### src/rtl/adcmon_pkg.sv
package adcmon_pkg;
    localparam int CODE_W   = 3;
    localparam int MAX_CODE = 5;

    typedef enum logic {
        ST_BELOW = 1'b0,
        ST_ABOVE = 1'b1
    } thr_state_e;

    function automatic logic [CODE_W-1:0] sat_code(input logic [CODE_W-1:0] c);
        return (c > CODE_W'(MAX_CODE)) ? CODE_W'(MAX_CODE) : c;
    endfunction
endpackage

### src/rtl/adcmon_avg.sv
module adcmon_avg
    import adcmon_pkg::*;
#(
    parameter int DATA_W = 10
) (
    input  logic              clk,
    input  logic              rst_n,
    input  logic              vld,
    input  logic [CODE_W-1:0] code,
    input  logic [DATA_W-1:0] smp,
    output logic [DATA_W-1:0] avg_q,
    output logic [DATA_W-1:0] avg_nxt
);
    localparam int DW = DATA_W + 1;

    logic [CODE_W-1:0]  eff_code;
    logic signed [DW-1:0] diff;
    logic signed [DW-1:0] step;

    always_comb begin
        eff_code = sat_code(code);
        diff     = $signed({1'b0, smp}) - $signed({1'b0, avg_q});
        step     = diff >>> eff_code;
        avg_nxt  = avg_q + step[DATA_W-1:0];
    end

    always_ff @(posedge clk) begin
        if (!rst_n)
            avg_q <= '0;
        else if (vld)
            avg_q <= avg_nxt;
    end

    // no strobe, no change
    p_hold_r10: assert property (@(posedge clk) disable iff (!rst_n)
        !vld |=> $stable(avg_q));

    // code 0 takes the sample as is
    p_replace_r2: assert property (@(posedge clk) disable iff (!rst_n)
        (vld && code == '0) |=> avg_q == $past(smp));

    // the new average lies between the old average and the sample
    p_between_r3: assert property (@(posedge clk) disable iff (!rst_n)
        vld |=> (((avg_q >= $past(avg_q)) && (avg_q <= $past(smp))) ||
                 ((avg_q <= $past(avg_q)) && (avg_q >= $past(smp)))));
endmodule

### src/rtl/adcmon_thresh.sv
module adcmon_thresh
    import adcmon_pkg::*;
#(
    parameter int DATA_W = 10
) (
    input  logic              clk,
    input  logic              rst_n,
    input  logic              vld,
    input  logic [DATA_W-1:0] val,
    input  logic [DATA_W-1:0] thr,
    input  logic              clr,
    output logic              above,
    output logic              irq_q
);
    thr_state_e st_q, st_nxt;
    logic       gt;
    logic       rise;

    // next-state and outputs
    always_comb begin
        gt     = (val > thr);
        st_nxt = st_q;
        rise   = 1'b0;
        unique case (st_q)
            ST_BELOW: begin
                if (vld && gt) begin
                    st_nxt = ST_ABOVE;
                    rise   = 1'b1;
                end
            end
            ST_ABOVE: begin
                if (vld && !gt)
                    st_nxt = ST_BELOW;
            end
            default: st_nxt = ST_BELOW;
        endcase
        above = (st_q == ST_ABOVE);
    end

    // state register
    always_ff @(posedge clk) begin
        if (!rst_n)
            st_q <= ST_BELOW;
        else
            st_q <= st_nxt;
    end

    // sticky interrupt, set wins over clear
    always_ff @(posedge clk) begin
        if (!rst_n)
            irq_q <= 1'b0;
        else if (rise)
            irq_q <= 1'b1;
        else if (clr)
            irq_q <= 1'b0;
    end

    // crossing from below sets the interrupt
    p_rise_sets_r6: assert property (@(posedge clk) disable iff (!rst_n)
        (vld && !above && (val > thr)) |=> irq_q);

    // staying above never re-raises a cleared interrupt
    p_no_retrig_r7: assert property (@(posedge clk) disable iff (!rst_n)
        (above && !irq_q) |=> !irq_q);

    // interrupt persists without a clear
    p_sticky_r8: assert property (@(posedge clk) disable iff (!rst_n)
        (irq_q && !clr) |=> irq_q);

    // state only moves on a strobe
    p_state_hold_r10: assert property (@(posedge clk) disable iff (!rst_n)
        !vld |=> $stable(above));
endmodule

### src/rtl/adcmon_top.sv
module adcmon_top
    import adcmon_pkg::*;
#(
    parameter int NCH    = 2,
    parameter int DATA_W = 10,
    parameter int RDBK_W = 16
) (
    input  logic                  clk,
    input  logic                  rst_n,
    input  logic [NCH-1:0]        smp_vld,
    input  logic [NCH*DATA_W-1:0] smp_data,
    input  logic [NCH*CODE_W-1:0] avg_code,
    input  logic [NCH*DATA_W-1:0] thr_hi,
    input  logic [NCH-1:0]        irq_clr,
    output logic [NCH-1:0]        irq,
    output logic [NCH*RDBK_W-1:0] rdbk
);
    localparam int PAD_W = RDBK_W - 1 - DATA_W;

    initial begin
        p_layout_r5: assert (PAD_W >= 0);
    end

    for (genvar c = 0; c < NCH; c++) begin : g_ch
        logic [DATA_W-1:0] avg_q;
        logic [DATA_W-1:0] avg_nxt;
        logic              above;

        adcmon_avg #(.DATA_W(DATA_W)) u_avg (
            .clk     (clk),
            .rst_n   (rst_n),
            .vld     (smp_vld[c]),
            .code    (avg_code[c*CODE_W +: CODE_W]),
            .smp     (smp_data[c*DATA_W +: DATA_W]),
            .avg_q   (avg_q),
            .avg_nxt (avg_nxt)
        );

        adcmon_thresh #(.DATA_W(DATA_W)) u_thr (
            .clk   (clk),
            .rst_n (rst_n),
            .vld   (smp_vld[c]),
            .val   (avg_nxt),
            .thr   (thr_hi[c*DATA_W +: DATA_W]),
            .clr   (irq_clr[c]),
            .above (above),
            .irq_q (irq[c])
        );

        assign rdbk[c*RDBK_W +: RDBK_W] = {above, {PAD_W{1'b0}}, avg_q};

        // an idle channel keeps its word and interrupt
        p_indep_r9: assert property (@(posedge clk) disable iff (!rst_n)
            (!smp_vld[c] && !irq_clr[c]) |=> ($stable(rdbk[c*RDBK_W +: RDBK_W]) && $stable(irq[c])));
    end
endmodule

### config.mk
export PLATFORM = sky130hd
export DESIGN_NAME = adcmon_top
export DESIGN_NICKNAME = d
export VERILOG_FILES = /design/src/rtl/adcmon_pkg.sv /design/src/rtl/adcmon_avg.sv /design/src/rtl/adcmon_thresh.sv /design/src/rtl/adcmon_top.sv
export SDC_FILE = /design/constraint.sdc
export NUM_CORES = 1
export LEC_CHECK = 0
export ABC_AREA = 1
export BUFFER_PORTS_ARGS = -buffer_cell sky130_fd_sc_hd__buf_2
export CAP_MARGIN = 20
export CORE_MARGIN = 4
export CORE_UTILIZATION = 40
export DETAILED_ROUTE_END_ITERATION = 8
export MAX_ROUTING_LAYER = met4
export PLACE_DENSITY = 0.71
export SLEW_MARGIN = 40
export SYNTH_ARGS = -nofsm -noshare
export SYNTH_HDL_FRONTEND = slang
export SYNTH_SLANG_ARGS = --single-unit
### constraint.sdc
create_clock -name clk -period 5.2 [get_ports clk]
set_input_delay 1.04 -clock clk [delete_from_list [all_inputs] [get_ports clk]]
set_output_delay 1.04 -clock clk [all_outputs]
set_load 0.005 [all_outputs]
==> flow_metrics.env, run 1 <==
export IMPL_outcome="complete, no violations"
export IMPL_numClockSinks=24
export IMPL_remaining_drc_errors=0
export IMPL_power_density_mw_per_mm2=479
export IMPL_r2r_end="g_ch[1].u_thr.irq_q"
export IMPL_cts_root_buf="clkbuf_8"
export IMPL_grt_total_usage=0.178
export IMPL_wirelength_um=10400
export IMPL_start_util=0.415
export IMPL_max_freq_mhz=203
export IMPL_ys_ff_latch=24
export IMPL_rr_worst_depth=30
export IMPL_viasPerCell=5.05
export IMPL_timing_max_cap_violations=0
export IMPL_htreeDepth=1
export IMPL_yosysSeqAreaShare=0.123
export IMPL_period_minus_slack_ns=4.93
export IMPL_async_flop_share=0
export IMPL_setup_viol=0
export IMPL_drt_first_iter_violations=231
export IMPL_nNetsFinal=807
export IMPL_dpl_hpwl_um=8630
export IMPL_ctsHoldBuffers=0
export IMPL_final_area_mm2=0.00462
export IMPL_r2r_setup_slack_ns=0.61
export IMPL_synth_largest_area_cell="ha_1"
export IMPL_clk_pin_slew_ns=0.09
export IMPL_place_congestion=0.924
export IMPL_ys_flop_type="dfxtp_1"
export IMPL_syn_inst=617
export IMPL_layout_cells_non_filler=820
export IMPL_skew_ns=0.00380
export IMPL_synth_top_area_share=0.190
export IMPL_hold_viol_final=0
export IMPL_yosys_top_cells_area="ha_1, dfxtp_1, nand2_1, inv_1, a21oi_1"
export IMPL_portBuffers=75
export IMPL_yosys_warnings=0
export IMPL_io_pins=86
export IMPL_antenna_found_initial=0
export IMPL_grt_max_degree=17
export IMPL_reg2reg_from="g_ch[1].u_avg.avg_q[1]"
export IMPL_clock_latency_ns=0.27
export IMPL_synth_edf_count=0
export IMPL_syn_to_final_growth_pct=18.7
export IMPL_die_h_um=107
export IMPL_crit_path_end_kind="register"
export IMPL_critPathArrivalTime_ns=5.14
export IMPL_first_global_vias=3828
export IMPL_cpMostUsedCell="nand2_1"
export IMPL_antenna_left=0
export IMPL_postSynthAreaPerCell_um2=6.31
export IMPL_drive_above_1_share=0.210
export IMPL_leakage_nw=2.54
export IMPL_antennaDiodeCount=0
export IMPL_grt_pass1_wl_um=16700
export IMPL_timing_final_crit_share=0.948
export IMPL_die_w_um=107
export IMPL_yosys_cell_types_count=45
export IMPL_critPathLaunchType="input pin"
export IMPL_cpPeakStageDelay_ns=0.44
export IMPL_rows=35
export IMPL_slowest_stage="fa_2"
export IMPL_dr_pass1_iters=5
export IMPL_cts_buffer_depth=2
export IMPL_cts_tree="yes"
export IMPL_fillerInstances=945
export IMPL_cts_buffers=3
export IMPL_wl_per_cell_um=12.7
export IMPL_required_ns=5.41
export IMPL_via_count=4137
export IMPL_placed_cells=811
export IMPL_crit_path_end="g_ch[1].u_thr.irq_q"
export IMPL_cp_startpoint="smp_data[10]"
export IMPL_place_area_mm2=0.00433
export IMPL_slew_violations=0
export IMPL_vdd_drop_max_mv=0.248
export IMPL_grt_ovfl_total=0
export IMPL_dieArea_mm2=0.0114
export IMPL_core_area_mm2=0.00937
export IMPL_cp_max_fo=3
export IMPL_synthesis_area_mm2=0.00389
export IMPL_crit_type="in2reg"
export IMPL_hp_class="reg2reg"
==> worst min path at each step <==
stage                     to  slack [ns]  cells after the start
finish              register        0.48                      2
floorplan           register        0.46                      2
CTS                 register        0.49                      2
global placement    register        0.47                      2
detailed placement  register        0.48                      2
global route        register        0.52                      2
==> per-layer routing <==
layer,track usage,wire length [um],up-vias
li1,-,-,2161
met5,-,0,-
met4,0.0393,129,0
met1,0.238,4880,1861
met3,0.0108,428,14
met2,0.298,4990,101
==> through the flow <==
stage,hold WS [ns],util,setup TNS [ns],worst slack (ns),power [W]
global placement,0.471,0.462,-0.0875,-0.0875,0.00185
floorplan,0.459,-,0,0.420,0.00154
global route,0.520,0.493,-0.118,-0.0856,0.00248
detailed placement,0.480,0.462,-0.153,-0.124,0.00190
finish,0.485,0.493,0,0.271,0.00221
CTS,0.493,0.468,0,0.152,0.00204
==> timing repair <==
action | CTS | global route
setup buffers | 0 | 5
gates resized for setup | 0 | 41
endpoints found under the setup margin | 0 | 4
==> power by group <==
group	switching [W]	internal [W]	total, W
clock network	0.0000653	0.0000677	0.000133
registers	0.0000592	0.000237	0.000296
logic	0.00105	0.000728	0.00178
==> worst max-delay path, delay by kind of cell <==
| family | cells | cell delay (ns) |
|---|---|---|
| adder cells (fa/ha/maj) | 5 | 1.56 |
| AND/OR/NAND/NOR | 12 | 1.21 |
| AO/OA/AOI/OAI | 8 | 1.01 |
| XOR/XNOR | 1 | 0.14 |
| buffers and inverters | 3 | 0.15 |
==> synthesized netlist by cell type, drive strengths merged, types with 7 or more instances <==
| master | n |
|---|---|
| nand3 | 48 |
| a21oi | 56 |
| o22ai | 7 |
| xnor2 | 12 |
| a31oi | 7 |
| ha | 59 |
| dfxtp | 24 |
| inv | 121 |
| o21ai | 46 |
| nand2 | 123 |
| xor2 | 10 |
| nor2 | 45 |
| buf | 18 |
==> placed cells by master (no fill, tap or decap), types with 2 or more instances in the layout <==
master	n
inv_1	118
nand2_1	116
buf_2	75
ha_1	54
a21oi_1	46
nor2_1	41
nand3_1	39
o21ai_0	29
dfxtp_1	24
o21ai_1	12
conb_1	10
nand3_2	9
a21oi_2	9
xor2_1	9
xnor2_1	9
nand2_2	7
o22ai_1	7
buf_4	7
nand4_1	6
o21bai_1	5
a31oi_1	5
a21o_1	4
o21ai_2	4
clkbuf_8	4
inv_2	3
nor2_2	3
xnor2_2	3
fa_2	3
ha_2	3
nor3_2	2
a211oi_1	2
o2111ai_1	2
ha_4	2
==> flip-flops by register name, indices dropped and copies added (netlist names), named ones only <==
signal            flops
g_ch.u_avg.avg_q     20
g_ch.u_thr.irq_q      2
==> cells by family (layout without fill, tap and decap cells) <==
logic type | after synthesis | count (layout) | synth area share
compound gates | 135 | 135 | 0.198
xor+xnor | 22 | 22 | 0.0514
simple gates | 229 | 229 | 0.260
other cells | 1 | 10 | 0.000964
mux | 1 | 1 | 0.00257
flops | 24 | 24 | 0.123
buf+inv | 142 | 207 | 0.153
fa+ha+maj | 63 | 63 | 0.210
==> area by class of cell <==
class,instances,area (um2),share of cell area
multi-input combinational,460,3040,0.658
sequential,24,480,0.104
timing repair buffer,82,428,0.0926
tap,129,161,0.0349
clock buffer,4,55.1,0.0119
inverter,121,454,0.0983
Note: power is estimated with default switching activity, not from simulation.
==> inputs of run 2 (changes only) <==
- CORE_ASPECT_RATIO: unset -> 2
==> run 2 against run 1 <==
Compared with the run above: cell area increased by 7.7%; sequential power about the same; via count increased by 6.9%; core utilization increased by 3.4 points; die area increased by 0.84%; routed wire length increased by 21%; critical path type unchanged; critical endpoint unchanged; largest power group unchanged; highest routed layer unchanged.
==> flow_metrics.env, run 2 (synthesized netlist as in run 1, its figures left out) <==
export IMPL_reg2reg_from="g_ch[1].u_avg.avg_q[1]"
export IMPL_drt_first_iter_violations=208
export IMPL_antenna_found_initial=0
export IMPL_grt_max_degree=17
export IMPL_core_area_mm2=0.00945
export IMPL_skew_ns=0.00331
export IMPL_grt_ovfl_total=0
export IMPL_grt_pass1_wl_um=19800
export IMPL_slowest_stage="ha_1"
export IMPL_largest_register_ffs=20
export IMPL_layout_cells_non_filler=844
export IMPL_required_ns=5.40
export IMPL_power_density_mw_per_mm2=516
export IMPL_numClockSinks=24
export IMPL_max_freq_mhz=197
export IMPL_setup_viol=0
export IMPL_dpl_hpwl_um=10700
export IMPL_hold_viol_final=0
export IMPL_timing_final_crit_share=0.976
export IMPL_period_minus_slack_ns=5.07
export IMPL_place_area_mm2=0.00449
export IMPL_place_congestion=0.985
export IMPL_placed_cells=832
export IMPL_grt_total_usage=0.220
export IMPL_fillerInstances=938
export IMPL_r2r_end="g_ch[1].u_thr.irq_q"
export IMPL_cts_tree="yes"
export IMPL_crit_type="in2reg"
export IMPL_portBuffers=75
export IMPL_remaining_drc_errors=0
export IMPL_cp_max_fo=5
export IMPL_regArea_um2=480
export IMPL_viasPerCell=5.24
export IMPL_top_register="g_ch.u_avg.avg_q"
export IMPL_die_h_um=147
export IMPL_slew_violations=0
export IMPL_setup_tns_ns=0
export IMPL_total_power_w=0.00257
export IMPL_critPathArrivalTime_ns=5.27
export IMPL_cpPeakStageDelay_ns=0.36
export IMPL_die_w_um=77.7
export IMPL_rows=50
export IMPL_nNetsFinal=830
export IMPL_wirelength_um=12700
export IMPL_io_pins=86
export IMPL_outcome="complete, no violations"
export IMPL_cp_startpoint="smp_data[11]"
export IMPL_crit_path_end="g_ch[1].u_thr.irq_q"
export IMPL_antenna_left=0
export IMPL_cts_buffers=3
export IMPL_crit_path_end_kind="register"
export IMPL_dr_pass1_iters=4
export IMPL_mostFrequentLayoutCells="inv_1, nand2_1, buf_2, ha_1, a21oi_1"
export IMPL_critPathLaunchType="input pin"
export IMPL_vdd_drop_max_mv=0.212
export IMPL_clk_pin_slew_ns=0.06
export IMPL_antennaDiodeCount=0
export IMPL_start_util=0.412
export IMPL_multi_input_area_mm2=0.00318
export IMPL_htreeDepth=1
export IMPL_dieArea_mm2=0.0115
export IMPL_rsz0062_at_grt="yes"
export IMPL_hp_class="reg2reg"
export IMPL_first_global_vias=4561
export IMPL_final_area_mm2=0.00498
export IMPL_cts_buffer_depth=2
export IMPL_timing_max_cap_violations=0
export IMPL_r2r_setup_slack_ns=0.44
export IMPL_rr_worst_depth=31
export IMPL_via_count=4422
export IMPL_drive_above_1_share=0.262
export IMPL_syn_to_final_growth_pct=27.9
export IMPL_cts_root_buf="clkbuf_16"
export IMPL_layout_commonest_cell="inv_1"
export IMPL_wl_per_cell_um=15.0
export IMPL_top_regs="g_ch.u_avg.avg_q: 20 flops, g_ch.u_thr.irq_q: 2 flops"
export IMPL_leakage_nw=2.69
export IMPL_clock_latency_ns=0.26
run 2: worst min path at each step:
stage / startpoint / endpoint / slack (ns) / depth (start not counted)
2_1_floorplan: register / register / 0.46 / 2
5_1_grt: register / register / 0.52 / 2
3_3_place_gp: register / register / 0.48 / 2
4_1_cts: register / register / 0.49 / 2
6_report: register / register / 0.50 / 2
3_5_place_dp: register / register / 0.48 / 2
run 2: final cells by class:
class | instances | area share
Multi-Input combinational cell | 460 | 0.639
Tap cell | 130 | 0.0327
Inverter | 121 | 0.0917
Clock buffer | 4 | 0.0178
Timing Repair Buffer | 105 | 0.123
Sequential cell | 24 | 0.0965
run 2: through the flow:
step,setup WS (ns),hold WS (ns),utilization
after floorplan,0.420,0.459,-
after global placement,-0.362,0.481,0.475
after detailed placement,-0.454,0.480,0.475
after CTS,0.0485,0.489,0.487
after global routing,-0.196,0.524,0.527
final,0.126,0.498,0.527
run 2: where the power goes:
| part | switching (W) | internal, W |
|---|---|---|
| Sequential | 0.0000613 | 0.000237 |
| Clock | 0.0000719 | 0.000118 |
| Combinational | 0.00120 | 0.000882 |
| Total | 0.00133 | 0.00124 |
run 2: critical path: cells and delay by family:
| kind | cells | cell delay, ns |
|---|---|---|
| xor gates and xnor gates | 2 | 0.42 |
| and+or+nand+nor | 16 | 1.74 |
| adders and majority gates | 3 | 0.95 |
| buffers and inverters | 3 | 0.23 |
| AOI/OAI and AO/OA | 7 | 0.91 |
run 2: metal layers:
| metal | track usage | vias to the layer above | wire, um | part of all wire |
|---|---|---|---|---|
| li1 | - | 2195 | - | - |
| met1 | 0.184 | 2018 | 4060 | 0.32 |
| met2 | 0.439 | 139 | 7190 | 0.57 |
| met3 | 0.0134 | 70 | 383 | 0.030 |
| met4 | 0.157 | 0 | 1020 | 0.081 |
| met5 | - | - | 0 | 0 |
run 2: timing repair:
action | in CTS | in global routing
hold buffers | 0 | 0
hold endpoints to repair | 0 | 0
setup buffers | 0 | 8
setup endpoints to repair | 2 | 4
pin swaps | 2 | 24
resized for setup | 7 | 64
==> inputs of run 3 (changes only) <==
- ABC_AREA: 1 -> 0
- PLACE_DENSITY: 0.71 -> 0.7
==> run 3 against run 2 <==
Compared with the run above: the run now ends with negative setup slack left; cell area grew 18%; via count up 4.8%; non-clock buffer count rose by 75; sequential power increased by 11%; final cell count fell by 1.1%; highest routed layer unchanged.
==> flow_metrics.env, run 3 <==
export IMPL_vdd_drop_max_mv=0.386
export IMPL_top_register="g_ch.u_avg.avg_q"
export IMPL_setup_viol=1
export IMPL_violations="negative setup slack"
export IMPL_antenna_left=0
export IMPL_portBuffers=75
export IMPL_use_met3=0.0240
export IMPL_yosysMostFrequentCell="ha_1"
export IMPL_regArea_um2=480
export IMPL_synth_top_area_share=0.174
export IMPL_outcome="complete, but fails checks"
export IMPL_largest_register_ffs=20
export IMPL_syn_to_final_growth_pct=37.6
export IMPL_hp_class="reg2reg"
export IMPL_async_flop_share=0
export IMPL_nNetsFinal=814
export IMPL_htreeDepth=1
export IMPL_hold_viol_final=0
export IMPL_layout_cells_non_filler=835
export IMPL_drt_first_iter_violations=149
export IMPL_timing_max_cap_violations=0
export IMPL_clock_latency_ns=0.26
export IMPL_cts_root_buf="clkbuf_16"
export IMPL_postSynthAreaPerCell_um2=7.90
export IMPL_top_regs="g_ch.u_avg.avg_q: 20 flops, g_ch.u_thr.irq_q: 2 flops"
export IMPL_period_minus_slack_ns=5.23
export IMPL_ys_flop_type="dfxtp_1"
export IMPL_dr_pass1_iters=4
export IMPL_io_pins=86
export IMPL_wl_per_cell_um=17.0
export IMPL_cp_max_fo=3
export IMPL_dpl_hpwl_um=11900
export IMPL_die_h_um=154
export IMPL_yosys_warnings=0
export IMPL_leakage_nw=2.87
export IMPL_grt_use_met1=0.194
export IMPL_timing_final_crit_share=1.01
export IMPL_die_w_um=80.9
export IMPL_grt_ovfl_total=0
export IMPL_yosys_top_cells_area="ha_1, dfxtp_1, mux2i_1, inv_1, a21oi_1"
export IMPL_r2r_setup_slack_ns=0.15
export IMPL_synth_edf_count=0
export IMPL_power_density_mw_per_mm2=656
export IMPL_rows=53
export IMPL_cpPeakStageDelay_ns=0.48
export IMPL_core_area_mm2=0.0105
export IMPL_skew_ns=0.00650
export IMPL_max_freq_mhz=191
export IMPL_start_util=0.406
export IMPL_multi_input_area_mm2=0.00369
export IMPL_rsz0062_at_grt="yes"
export IMPL_required_ns=5.36
export IMPL_drive_above_1_share=0.361
export IMPL_first_global_vias=4942
export IMPL_grt_total_usage=0.236
export IMPL_mostFrequentLayoutCells="buf_4, buf_2, inv_1, ha_1, nor2_1"
export IMPL_synth_largest_area_cell="ha_1"
export IMPL_placed_cells=816
export IMPL_synthesis_area_mm2=0.00425
export IMPL_crit_path_end_kind="register"
export IMPL_slew_violations=0
export IMPL_clk_pin_slew_ns=0.06
export IMPL_ys_ff_latch=24
export IMPL_cpLargestDelayFamily="compound AO/OA/AOI/OAI gates"
export IMPL_remaining_drc_errors=0
export IMPL_wirelength_um=14200
export IMPL_yosysSeqAreaShare=0.113
export IMPL_yosys_cell_types_count=74
export IMPL_place_congestion=0.968
export IMPL_viasPerCell=5.55
export IMPL_syn_inst=538
export IMPL_worst_path_buf_inv=4
export IMPL_critPathArrivalTime_ns=5.39
export IMPL_grt_max_degree=33
export IMPL_setup_slack_ns=-0.0341
export IMPL_numClockSinks=24
export IMPL_met2_usage=0.450
export IMPL_slowest_stage="mux4_2"
export IMPL_tightest_slew_ns=0.531
export IMPL_globalRoute_busiestLayer="met2"
export IMPL_antennaDiodeCount=0
export IMPL_setup_tns_ns=-0.0341
export IMPL_grt_pass1_wl_um=22300
export IMPL_dieArea_mm2=0.0124
export IMPL_crit_type="in2reg"
export IMPL_cts_buffers=3
export IMPL_relSlewSlack=0.646
export IMPL_via_count=4635
export IMPL_critPathLaunchType="input pin"
export IMPL_cts_tree="yes"
export IMPL_layout_commonest_cell="buf_4"
export IMPL_synth_commonest_cells="ha_1, inv_1, nor2_1"
export IMPL_fillerInstances=985
export IMPL_antenna_found_initial=0
export IMPL_cts_buffer_depth=2
[run 3: changes by cell type after synthesis, sizes merged, moves of 9 or more]
cell | previous run | this run
nor3 | 2 | 11
a21oi | 56 | 31
inv | 121 | 56
nand2b | 1 | 12
nand3 | 48 | 5
nand2 | 123 | 25
a211oi | 2 | 13
o21ai | 46 | 22
clkbuf | 3 | 12
mux2i | 1 | 26
o21a | 1 | 17
nor2b | 0 | 23
[run 3: cell families (layout without fill, tap and decap cells)]
kind of cell / count (synthesis) / count (layout) / share of synthesized area
AO/OA/AOI/OAI: 156 / 156 / 0.274
AND/OR/NAND/NOR: 146 / 146 / 0.181
buffers and inverters: 89 / 240 / 0.102
adder cells (fa/ha/maj): 63 / 63 / 0.192
multiplexers: 30 / 30 / 0.0745
XOR/XNOR: 29 / 29 / 0.0615
flip-flops: 24 / 24 / 0.113
other: 1 / 10 / 0.000882
[run 3: report_power, final]
| part | switching (W) | internal, W | leakage [nW] | total [W] |
|---|---|---|---|---|
| registers | 0.0000795 | 0.000252 | 0.198 | 0.000331 |
| logic | 0.00159 | 0.00169 | 2.62 | 0.00328 |
| clock network | 0.0000730 | 0.000153 | 0.0511 | 0.000226 |
[run 3: area by class of cell]
cell class | count | area share
clock buffers | 3 | 0.0128
clock inverters | 1 | 0.00513
inverters | 56 | 0.0368
multi-input cells | 434 | 0.631
flip-flops and latches | 24 | 0.0821
well taps | 137 | 0.0293
repair buffers | 180 | 0.203
[run 3: layer usage]
metal  vias to the layer above  routed length, um
li1                       2227                  -
met1                      2173               4480
met2                       157               8080
met3                        78                413
met4                         0               1200
met5                         -                  0
[run 3: worst paths after layout]
check | end | from | cells after the start
min reg2reg | g_ch[0].u_thr.irq_q | g_ch[0].u_thr.irq_q | 2
max | g_ch[1].u_thr.irq_q | smp_data[10] | 26
max reg2reg | g_ch[1].u_thr.irq_q | g_ch[1].u_avg.avg_q[1] | 24
min | g_ch[0].u_thr.irq_q | g_ch[0].u_thr.irq_q | 2
[run 3: what timing repair did]
item,4_1_cts,5_1_grt
hold buffers,0,0
gates resized for setup,47,17
pin swaps,47,42
setup endpoints to repair,4,4
buffers inserted,7,10
[run 3: through the flow]
| stage | total power, W | setup WS (ns) | hold WS, ns | area, um2 | util |
|---|---|---|---|---|---|
| 6_report | 0.00384 | -0.0341 | 0.474 | 5850 | 0.558 |
| 5_1_grt | 0.00420 | -0.319 | 0.498 | 5850 | 0.558 |
| 4_1_cts | 0.00375 | -0.00804 | 0.482 | 5710 | 0.545 |
| 3_5_place_dp | 0.00330 | -0.716 | 0.478 | 5320 | 0.507 |
| 3_3_place_gp | 0.00323 | -0.684 | 0.461 | 5320 | 0.507 |
| 2_1_floorplan | 0.00214 | -0.00368 | 0.447 | 4320 | - |
[run 3: tightest hold or removal path: stages (launching register included)]
cell and delay [ns]:
dfxtp_1 0.31, nand3b_1 0.07, o21ai_1 0.05
